<file path="src/rtl/rtc_pkg.sv">
package rtc_pkg;

  // Digit code shown in the blanked positions of the seconds view
  localparam logic [3:0] BLANK_DIGIT = 4'hF;

  // Strobes from mode control to the time datapath
  typedef struct packed {
    logic advHour;   // edit step on hours (Set only)
    logic advMin;    // edit step on minutes (Set only)
    logic stepSec;   // counted second (Run only)
    logic holdSec;   // force seconds to zero
    logic viewSecs;  // current view: 1 = seconds
    logic viewFlip;  // view toggles at this edge
  } rtc_ctl_t;

endpackage

</file>
<file path="src/rtl/rtc_bcd_field.sv">
module rtc_bcd_field #(
  parameter int MODULUS = 60
) (
  input  logic       clk,
  input  logic       rstN,
  input  logic       inc,
  input  logic       clr,
  output logic [3:0] tens,
  output logic [3:0] units,
  output logic [3:0] nextTens,
  output logic [3:0] nextUnits,
  output logic       wrap
);

  localparam logic [3:0] LAST_TENS  = 4'((MODULUS - 1) / 10);
  localparam logic [3:0] LAST_UNITS = 4'((MODULUS - 1) % 10);

  logic atMax;

  always_comb begin
    atMax     = (tens == LAST_TENS) && (units == LAST_UNITS);
    wrap      = inc && atMax && !clr;
    nextTens  = tens;
    nextUnits = units;
    if (clr) begin
      nextTens  = 4'd0;
      nextUnits = 4'd0;
    end else if (inc) begin
      if (atMax) begin
        nextTens  = 4'd0;
        nextUnits = 4'd0;
      end else if (units == 4'd9) begin
        nextTens  = tens + 4'd1;
        nextUnits = 4'd0;
      end else begin
        nextUnits = units + 4'd1;
      end
    end
  end

  always_ff @(posedge clk or negedge rstN) begin
    if (!rstN) begin
      tens  <= 4'd0;
      units <= 4'd0;
    end else begin
      tens  <= nextTens;
      units <= nextUnits;
    end
  end

  // digits stay legal and below the modulus
  assert_digit_range_R10: assert property (@(posedge clk) disable iff (!rstN)
    (units <= 4'd9) && ((int'(tens) * 10 + int'(units)) < MODULUS));

  // a counted step from the last value lands on zero
  assert_wrap_zero_R6: assert property (@(posedge clk) disable iff (!rstN)
    (inc && atMax && !clr) |=> (tens == 4'd0 && units == 4'd0));

  // a clear request leaves the field at zero
  assert_clear_zero_R5: assert property (@(posedge clk) disable iff (!rstN)
    clr |=> (tens == 4'd0 && units == 4'd0));

endmodule

</file>
<file path="src/rtl/rtc_mode_ctrl.sv">
module rtc_mode_ctrl
  import rtc_pkg::*;
(
  input  logic      clk,
  input  logic      rstN,
  input  logic      tickSec,
  input  logic      btnMode,
  input  logic      btnHour,
  input  logic      btnMin,
  input  logic      btnView,
  output rtc_ctl_t  ctl,
  output logic      runMode
);

  logic viewSecs;
  logic nextRun;

  always_comb begin
    nextRun      = runMode ^ btnMode;
    ctl.advHour  = btnHour && !runMode;
    ctl.advMin   = btnMin && !runMode;
    ctl.stepSec  = tickSec && runMode && !btnMode;
    ctl.holdSec  = !nextRun;
    ctl.viewSecs = viewSecs;
    ctl.viewFlip = btnView;
  end

  always_ff @(posedge clk or negedge rstN) begin
    if (!rstN) begin
      runMode  <= 1'b0;
      viewSecs <= 1'b0;
    end else begin
      runMode  <= nextRun;
      viewSecs <= viewSecs ^ btnView;
    end
  end

  // a mode pulse always flips the mode
  assert_mode_toggle_R2: assert property (@(posedge clk) disable iff (!rstN)
    btnMode |=> (runMode != $past(runMode)));

  // the view only moves on a view pulse
  assert_view_steady_R8: assert property (@(posedge clk) disable iff (!rstN)
    !btnView |=> $stable(viewSecs));

endmodule

</file>
<file path="src/rtl/rtc_time_path.sv">
module rtc_time_path
  import rtc_pkg::*;
#(
  parameter int HOUR_MOD = 24,
  parameter int MIN_MOD  = 60,
  parameter int SEC_MOD  = 60
) (
  input  logic        clk,
  input  logic        rstN,
  input  rtc_ctl_t    ctl,
  output logic [15:0] dispDigits,
  output logic        updatePulse
);

  logic [3:0] secT, secU, secTn, secUn;
  logic [3:0] minT, minU, minTn, minUn;
  logic [3:0] hrT, hrU, hrTn, hrUn;
  logic       secWrap, minWrap, hrWrap;
  logic       minInc, hrInc;
  logic [15:0] nextDisp;

  function automatic logic [15:0] formatView(
    input logic sv,
    input logic [3:0] hT, input logic [3:0] hU,
    input logic [3:0] mT, input logic [3:0] mU,
    input logic [3:0] sT, input logic [3:0] sU);
    formatView = sv ? {BLANK_DIGIT, BLANK_DIGIT, sT, sU} : {hT, hU, mT, mU};
  endfunction

  assign minInc = ctl.advMin || (ctl.stepSec && secWrap);
  assign hrInc  = ctl.advHour || (ctl.stepSec && minWrap);

  rtc_bcd_field #(.MODULUS(SEC_MOD)) secField (
    .clk(clk), .rstN(rstN), .inc(ctl.stepSec), .clr(ctl.holdSec),
    .tens(secT), .units(secU), .nextTens(secTn), .nextUnits(secUn), .wrap(secWrap));

  rtc_bcd_field #(.MODULUS(MIN_MOD)) minField (
    .clk(clk), .rstN(rstN), .inc(minInc), .clr(1'b0),
    .tens(minT), .units(minU), .nextTens(minTn), .nextUnits(minUn), .wrap(minWrap));

  rtc_bcd_field #(.MODULUS(HOUR_MOD)) hrField (
    .clk(clk), .rstN(rstN), .inc(hrInc), .clr(1'b0),
    .tens(hrT), .units(hrU), .nextTens(hrTn), .nextUnits(hrUn), .wrap(hrWrap));

  always_comb begin
    dispDigits = formatView(ctl.viewSecs, hrT, hrU, minT, minU, secT, secU);
    nextDisp   = formatView(ctl.viewSecs ^ ctl.viewFlip, hrTn, hrUn, minTn, minUn, secTn, secUn);
  end

  always_ff @(posedge clk or negedge rstN) begin
    if (!rstN) updatePulse <= 1'b0;
    else       updatePulse <= (nextDisp != dispDigits);
  end

  // the strobe marks exactly the cycles with new digits
  assert_pulse_match_R9: assert property (@(posedge clk) disable iff (!rstN)
    updatePulse == (dispDigits != $past(dispDigits)));

  // with no counted second and no clear, seconds hold
  assert_sec_frozen_R5: assert property (@(posedge clk) disable iff (!rstN)
    (!ctl.stepSec && !ctl.holdSec) |=> $stable({secT, secU}));

  // a carry out of the hours on a counted second is the midnight roll
  assert_day_roll_R6: assert property (@(posedge clk) disable iff (!rstN)
    (hrWrap && ctl.stepSec) |=> ({hrT, hrU, minT, minU, secT, secU} == 24'h0));

  // edit steps on the minutes never reach the hours
  assert_edit_no_carry_R3: assert property (@(posedge clk) disable iff (!rstN)
    (ctl.advMin && !ctl.advHour) |=> $stable({hrT, hrU}));

endmodule

</file>
<file path="src/rtl/rtc_button_ctrl.sv">
module rtc_button_ctrl #(
  parameter int HOUR_MOD = 24,
  parameter int MIN_MOD  = 60,
  parameter int SEC_MOD  = 60
) (
  input  logic        clk,
  input  logic        rstN,
  input  logic        tickSec,
  input  logic        btnMode,
  input  logic        btnHour,
  input  logic        btnMin,
  input  logic        btnView,
  output logic [15:0] dispDigits,
  output logic        runMode,
  output logic        updatePulse
);

  rtc_pkg::rtc_ctl_t ctlBus;

  rtc_mode_ctrl modeCtrl (
    .clk(clk), .rstN(rstN), .tickSec(tickSec), .btnMode(btnMode),
    .btnHour(btnHour), .btnMin(btnMin), .btnView(btnView),
    .ctl(ctlBus), .runMode(runMode));

  rtc_time_path #(.HOUR_MOD(HOUR_MOD), .MIN_MOD(MIN_MOD), .SEC_MOD(SEC_MOD)) timePath (
    .clk(clk), .rstN(rstN), .ctl(ctlBus),
    .dispDigits(dispDigits), .updatePulse(updatePulse));

  // in Run with no tick, edit pulses leave the shown digits alone
  assert_run_edit_ignored_R4: assert property (@(posedge clk) disable iff (!rstN)
    (runMode && !tickSec && !btnView && !btnMode) |=> $stable(dispDigits));

endmodule

</file>
<file path="config.mk">
export PLATFORM = sky130hd
export DESIGN_NAME = rtc_button_ctrl
export DESIGN_NICKNAME = d
export VERILOG_FILES = /design/src/rtl/rtc_pkg.sv /design/src/rtl/rtc_bcd_field.sv /design/src/rtl/rtc_mode_ctrl.sv /design/src/rtl/rtc_time_path.sv /design/src/rtl/rtc_button_ctrl.sv
export SDC_FILE = /design/constraint.sdc
export NUM_CORES = 1
export LEC_CHECK = 0
export BUFFER_PORTS_ARGS = -buffer_cell sky130_fd_sc_hd__buf_4
export CAP_MARGIN = 15
export CORE_MARGIN = 4
export CORE_UTILIZATION = 64
export DETAILED_ROUTE_END_ITERATION = 16
export PLACE_DENSITY = 0.84
export SETUP_SLACK_MARGIN = 0.5
export SLEW_MARGIN = 30
export SYNTH_ARGS = -nofsm -noshare
export SYNTH_HDL_FRONTEND = slang
export SYNTH_SLANG_ARGS = --single-unit
</file>
<file path="constraint.sdc">
create_clock -name clk -period 7.1 [get_ports clk]
set_input_delay 1.775 -clock clk [delete_from_list [all_inputs] [get_ports clk]]
set_output_delay 1.775 -clock clk [all_outputs]
set_load 0.005 [all_outputs]
</file>
==> results of run 1 <==
[placed cells by master (no fill, tap or decap), types with 3 or more instances in the layout]
cell,n
nand2b_1,4
nand4_1,3
or2_2,7
nand3_1,8
a31oi_1,7
a21oi_1,14
or3_1,5
a21o_1,3
nand3b_1,8
inv_1,19
nor2_1,15
mux2i_1,8
mux2_2,4
xnor2_1,8
buf_4,24
clkbuf_4,3
nor3_1,9
dfrtp_1,27
ha_1,10
nand2_1,27
a211o_1,3
nor4_1,5
and3b_1,3
xor2_1,3
nor2b_1,3
o21ai_0,23
nor3b_1,3
[cell usage after synthesis (4+ instances only)]
cell type   n  share of area, %
or3_1       5               1.4
nand2_1    27               4.5
o21ai_0    23               5.1
mux2_2      4               2.0
nor4_1      5               1.4
a31oi_1     7               1.9
a21oi_1    14               3.1
nand3_1     8               1.8
xnor2_1     8               3.1
ha_1       10               5.5
inv_1      19               3.2
nand2b_1    4               1.1
or2_2       7               1.9
mux2i_1     8               3.5
nor2_1     15               2.5
nor3_1      9               2.0
nand3b_1    8               2.7
dfrtp_1    27                30
clkbuf_1    6               1.0
[metrics by stage]
stage               cells  setup WS (ns)  power (mW)
floorplan             273          3.386      0.6062
global placement      333          3.114      0.7542
detailed placement    333          3.056      0.7634
CTS                   337          3.282      0.8387
global route          337          3.087      0.9098
finish                337          3.259      0.8443
[area by class of cell]
type / instances / area share [%]
multi-input combinational: 217 / 59.29
sequential: 27 / 27.20
timing repair buffer: 24 / 7.254
inverter: 19 / 2.872
tap: 46 / 2.317
clock buffer: 4 / 1.058
[per-layer routing]
| metal | up-vias | global-route usage, % | share of wire [%] |
|---|---|---|---|
| li1 | 1028 | - | - |
| met1 | 989 | 39.33 | 45 |
| met2 | 88 | 41.10 | 46 |
| met3 | 11 | 2.329 | 7.2 |
| met4 | 0 | 7.342 | 1.5 |
| met5 | - | 0 | 0 |
[flip-flops by register name, indices dropped and copies added (netlist names)]
register,count
timePath.secField.tens,4
timePath.minField.tens,4
timePath.updatePulse,1
modeCtrl.runMode,1
timePath.minField.units,4
timePath.secField.units,4
timePath.hrField.tens,4
timePath.hrField.units,4
modeCtrl.viewSecs,1
[cell families (layout without fill, tap and decap cells)]
kind of cell	Yosys count	count (layout)
buffers and inverters	29	47
DFF	27	27
xor gates and xnor gates	11	11
AOI/OAI and AO/OA	71	71
and+or+nand+nor	111	111
muxes	14	14
adders and majority gates	10	10
[worst max-delay path, cell delays in order (launching register included)]
cell and delay [ns]:
dfrtp_1 1.00, mux2i_1 0.44, inv_1 0.14, buf_4 0.16
[power breakdown]
part,internal [mW],switching (mW),total [mW]
combinational,0.237,0.256,0.493
clock,0.0221,0.0484,0.0705
sequential,0.192,0.0893,0.281
total,0.451,0.393,0.844
[worst paths after layout]
kind                                          startpoint                    endpoint  depth (start not counted)  slack, ns
max in group asynchronous                           rstN   timePath.secField.tens[3]                          1       5.51
worst max-delay path                   modeCtrl.viewSecs               dispDigits[4]                          3       3.26
worst max register to register         modeCtrl.viewSecs        timePath.updatePulse                          7       3.90
min in group asynchronous                           rstN  timePath.minField.units[0]                          1       1.33
worst min register to register  timePath.hrField.tens[3]    timePath.hrField.tens[3]                          1       0.59
worst min-delay path            timePath.hrField.tens[3]    timePath.hrField.tens[3]                          1       0.59
==> flow_metrics.env, run 1 <==
export IMPL_irDropWorstVdd_mv=0.2167
export IMPL_synth_compound_area_share_pct=20.59
export IMPL_antenna_left=0
export IMPL_cts_setup_buffers=0
export IMPL_ys_warn_count=0
export IMPL_dieArea_um2=4547
export IMPL_vias_per_cell=6.279
export IMPL_clockRootBuffer="clkbuf_4"
export IMPL_final_setup_skew_ns=0.008199
export IMPL_placed_area_um2=2457
export IMPL_endpoint_kind="output port"
export IMPL_synth_xor_area_share_pct=4.261
export IMPL_syn_avg_cell_area_um2=8.282
export IMPL_wl_um=5510
export IMPL_outcome="completed"
export IMPL_overflow=0
export IMPL_num_vias=2116
export IMPL_finalSetupTns_ns=0
export IMPL_grt_pass1_vias=1819
export IMPL_synthSimpleGateAreaFrac_pct=27.56
export IMPL_worstSetupPathType="reg -> out"
export IMPL_drt_initial_drc_count=210
export IMPL_cts_buffers=3
export IMPL_antenna_found_initial=0
export IMPL_core_um2=3363
export IMPL_htree_levels=1
export IMPL_fp_dieW_um=67.44
export IMPL_synthAdderAreaFrac_pct=5.534
export IMPL_route_detailed_drc=0
export IMPL_startpoint_type="flop"
export IMPL_design_area_um2=2484
export IMPL_power_leakage_nw=1.107
export IMPL_drv_slew=0
export IMPL_rsz0062_at_grt="no"
export IMPL_antenna_cells=0
export IMPL_whs_ns=0.5898
export IMPL_crit_fanout=28
export IMPL_p_per_area_nw_per_um2=340.0
export IMPL_cts_hold_buf=0
export IMPL_synthToLayoutAreaGrowth_pct=9.851
export IMPL_slew_headroom_pct=36.83
export IMPL_clkSinkCount=27
export IMPL_io_pins=25
export IMPL_clk_pin_slew_ns=0.16
export IMPL_synth_edf_count=0
export IMPL_grt_max_degree=29
export IMPL_drv_cap=0
export IMPL_synth_top_family_by_area="simple AND/OR/NAND/NOR gates"
export IMPL_synth_ff_type="dfrtp_1"
export IMPL_first_pass_iters=5
export IMPL_gp_congestion=0.8987
export IMPL_portBuffers=24
export IMPL_cts_tree="built"
export IMPL_worst_slew_pin_slew_ns=0.9476
export IMPL_final_util_pct=73.85
export IMPL_syn_area_um2=2261
export IMPL_seq_area_frac_synth_pct=29.88
export IMPL_finalNetCount=309
export IMPL_setup_violations_final=0
export IMPL_fmax_ghz=0.2604
export IMPL_num_rows=21
export IMPL_cp_data_arrival_time_ns=2.07
export IMPL_clkLatencyLatePin_ns=0.34
export IMPL_syn_instance_count=273
export IMPL_hold_viol=0
export IMPL_ys_seq_elements=27
export IMPL_hold_class="reg -> reg"
export IMPL_grt_usage_pct=26.46
export IMPL_clockBufferDepth=2
export IMPL_syn_nets=290
export IMPL_die_h_um=67.44
export IMPL_required_ns=5.33
export IMPL_wl_per_cell_um=16.35
export IMPL_multi_input_area_um2=1473
export IMPL_synthMuxAreaShare_pct=7.194
export IMPL_drive_gt1_share_pct=16.49
export IMPL_cts_resized=0
export IMPL_hpwl_um=4069
export IMPL_grt_pass1_wl_um=9011
export IMPL_initial_core_util_pct=67.22
export IMPL_period_share_pct=54.10
export IMPL_finalCriticalPeriod_ns=3.841
export IMPL_fill_cells=300
export IMPL_async_flop_share_pct=100.0
export IMPL_ff_latch_area_um2=675.6
export IMPL_yosysUniqueCellTypes=53
Note: power is estimated with default switching activity, not from simulation.
==> run 2: changes to the inputs <==
--- a/config.mk
+++ b/config.mk
@@ -5,12 +5,13 @@
 export SDC_FILE = /design/constraint.sdc
 export NUM_CORES = 1
 export LEC_CHECK = 0
+export ABC_AREA = 1
 export BUFFER_PORTS_ARGS = -buffer_cell sky130_fd_sc_hd__buf_4
 export CAP_MARGIN = 15
 export CORE_MARGIN = 4
-export CORE_UTILIZATION = 64
+export CORE_UTILIZATION = 54
 export DETAILED_ROUTE_END_ITERATION = 16
-export PLACE_DENSITY = 0.84
+export PLACE_DENSITY = 0.75
 export SETUP_SLACK_MARGIN = 0.5
 export SLEW_MARGIN = 30
 export SYNTH_ARGS = -nofsm -noshare
==> constraint.sdc (replaced) <==
create_clock -name clk -period 3.3 [get_ports clk]
set_input_delay 0.825 -clock clk [delete_from_list [all_inputs] [get_ports clk]]
set_output_delay 0.825 -clock clk [all_outputs]
set_load 0.005 [all_outputs]
==> flow_metrics.env, run 2 <==
export IMPL_clockRootBuffer="clkbuf_8"
export IMPL_wl_um=5641
export IMPL_slew_headroom_pct=50.50
export IMPL_worst_slew_pin_slew_ns=0.7426
export IMPL_num_rows=24
export IMPL_overflow=0
export IMPL_grt_usage_pct=21.80
export IMPL_p_sw_mw=1.201
export IMPL_drv_cap=0
export IMPL_reg2reg_depth=14
export IMPL_drt_initial_drc_count=198
export IMPL_cts_setup_buffers=0
export IMPL_endpoint_kind="output port"
export IMPL_synth_common_cells="125 x nand2_1, 52 x nand3_1, 50 x inv_1, 28 x nor2_1, 27 x dfrtp_1"
export IMPL_vias_per_cell=5.220
export IMPL_antenna_cells=0
export IMPL_grt_max_degree=28
export IMPL_finalCriticalPeriod_ns=2.484
export IMPL_slowest_stage="dfrtp_1"
export IMPL_drv_slew=0
export IMPL_power_mw=2.335
export IMPL_first_pass_iters=4
export IMPL_gp_congestion=0.8783
export IMPL_antenna_left=0
export IMPL_drive_gt1_share_pct=14.86
export IMPL_power_leakage_nw=1.506
export IMPL_cp_data_arrival_time_ns=1.66
export IMPL_pre_cts_ws_ns=0.7803
export IMPL_hold_class="in -> async"
export IMPL_synthToLayoutAreaGrowth_pct=9.974
export IMPL_route_detailed_drc=0
export IMPL_grt_pass1_wl_um=9653
export IMPL_io_pins=25
export IMPL_cp_depth=2
export IMPL_design_area_um2=2676
export IMPL_cts_hold_buf=0
export IMPL_p_sw_share_pct=51.44
export IMPL_whs_ns=0.4530
export IMPL_worstSetupPathType="reg -> out"
export IMPL_finalSetupTns_ns=0
export IMPL_p_per_area_nw_per_um2=872.3
export IMPL_internal_power_mw=1.134
export IMPL_hold_viol=0
export IMPL_layout_common_cells="125 x nand2_1, 52 x nand3_1, 50 x inv_1, 28 x nor2_1, 27 x dfrtp_1"
export IMPL_syn_instance_count=375
export IMPL_rsz0062_at_grt="no"
export IMPL_ys_seq_elements=27
export IMPL_crit_buf_inv=1
export IMPL_clk_pin_slew_ns=0.10
export IMPL_final_common_cell="nand2_1"
export IMPL_cts_buffers=3
export IMPL_setup_violations_final=0
export IMPL_period_share_pct=75.27
export IMPL_clockBufferDepth=2
export IMPL_clkSinkCount=27
export IMPL_cp_startpoint="modeCtrl.viewSecs"
export IMPL_num_vias=2344
export IMPL_htree_levels=1
export IMPL_outcome="completed"
export IMPL_required_ns=2.47
export IMPL_startpoint_type="flop"
export IMPL_cpPeakStageDelay_ns=0.83
export IMPL_antenna_found_initial=0
export IMPL_layout_setup_ws_ns=0.8161
export IMPL_die_h_um=75.13
export IMPL_fp_dieW_um=75.13
export IMPL_grt_pass1_vias=2131
export IMPL_core_um2=4354
export IMPL_fmax_ghz=0.4026
export IMPL_netlist_top_cells_area="dfrtp_1 28%, nand2_1 19%, nand3_1 11%"
export IMPL_yosysMostFrequentCell="nand2_1"
export IMPL_reg2reg_slack_ns=0.97
export IMPL_synth_top_area_cell="dfrtp_1"
export IMPL_yosys_area_top_type_share_pct=27.76
export IMPL_p_comb_share_pct=66.2
export IMPL_initial_core_util_pct=55.89
export IMPL_synth_edf_count=0
export IMPL_crit_fanout=25
export IMPL_seq_area_frac_synth_pct=27.76
export IMPL_syn_avg_cell_area_um2=6.490
export IMPL_crit_chain="o21ai_0 -> buf_4"
export IMPL_syn_nets=392
export IMPL_synth_ff_type="dfrtp_1"
export IMPL_cts_resized=0
export IMPL_syn_area_um2=2434
export IMPL_clkLatencyLatePin_ns=0.28
export IMPL_placed_area_um2=2631
export IMPL_pwr_share_clk_pct=8.3
export IMPL_reg2reg_from="timePath.secField.tens[0]"
export IMPL_portBuffers=24
export IMPL_finalNetCount=415
export IMPL_yosysUniqueCellTypes=29
export IMPL_irDropWorstVdd_mv=0.4213
export IMPL_cts_tree="built"
export IMPL_crit_family="flip-flops"
export IMPL_wl_per_cell_um=12.56
export IMPL_final_setup_skew_ns=0.006171
export IMPL_hpwl_um=4367
export IMPL_ys_warn_count=0
export IMPL_seq_power_share_pct=25.5
export IMPL_dieArea_um2=5645
export IMPL_async_flop_share_pct=100.0
run 2: cells by family after synthesis:
family                   count (synthesis)  share of synthesized area [%]
adder cells (fa/ha/maj)                 10                          5.141
AO/OA/AOI/OAI                           15                          3.085
flip-flops                              27                          27.76
XOR/XNOR                                 8                          2.879
buffers and inverters                   62                          10.85
AND/OR/NAND/NOR                        253                          50.28
run 2: per-layer routing:
| metal | up-vias | track usage (%) | part of all wire [%] |
|---|---|---|---|
| met5 | - | 0 | 0 |
| met4 | 0 | 6.214 | 1.3 |
| met3 | 7 | 2.136 | 4.6 |
| met2 | 58 | 32.98 | 44 |
| met1 | 1037 | 32.92 | 50 |
| li1 | 1242 | - | - |
run 2: through the flow:
stage          std cells  util, %
6_report             449    61.47
5_1_grt              449    61.47
4_1_cts              449    61.47
3_5_place_dp         445    60.43
3_3_place_gp         445    60.43
2_1_floorplan        375        -
run 2: worst paths after layout:
kind / endpoint
min reg2reg: timePath.minField.units[0]
max reg2reg: timePath.updatePulse
min: timePath.minField.tens[1]
min in group clk: timePath.minField.units[0]
max in group asynchronous: timePath.secField.tens[1]
max: dispDigits[5]
run 2: final cells by class:
class | count | area [um2]
fill | 399 | 1678
multi-input combinational | 286 | 1494
sequential | 27 | 675.6
inverter | 55 | 209.0
timing repair buffer | 25 | 187.7
tap | 52 | 65.06
clock buffer | 4 | 45.04
run 2: power groups by stage:
stage	registers [mW]	logic [mW]	clock network, mW
floorplan	0.529	1.19	0
global placement	0.597	1.52	0
detailed placement	0.600	1.54	0
CTS	0.592	1.55	0.199
global route	0.614	1.77	0.218
finish	0.596	1.54	0.194
run 2: worst reg2reg max path, cell delays in order (launching register included):
cell and delay (ns):
dfrtp_1 0.49, ha_1 0.19, nand2_1 0.05, nor2_1 0.21, nand3_4 0.17, nand2_4 0.20
nand3_4 0.18, nand2_4 0.15, nand2_1 0.11, nand3_1 0.10, nand2_1 0.07, nand2_1 0.05
nand2_1 0.05, nor2_1 0.12, nand3_1 0.08
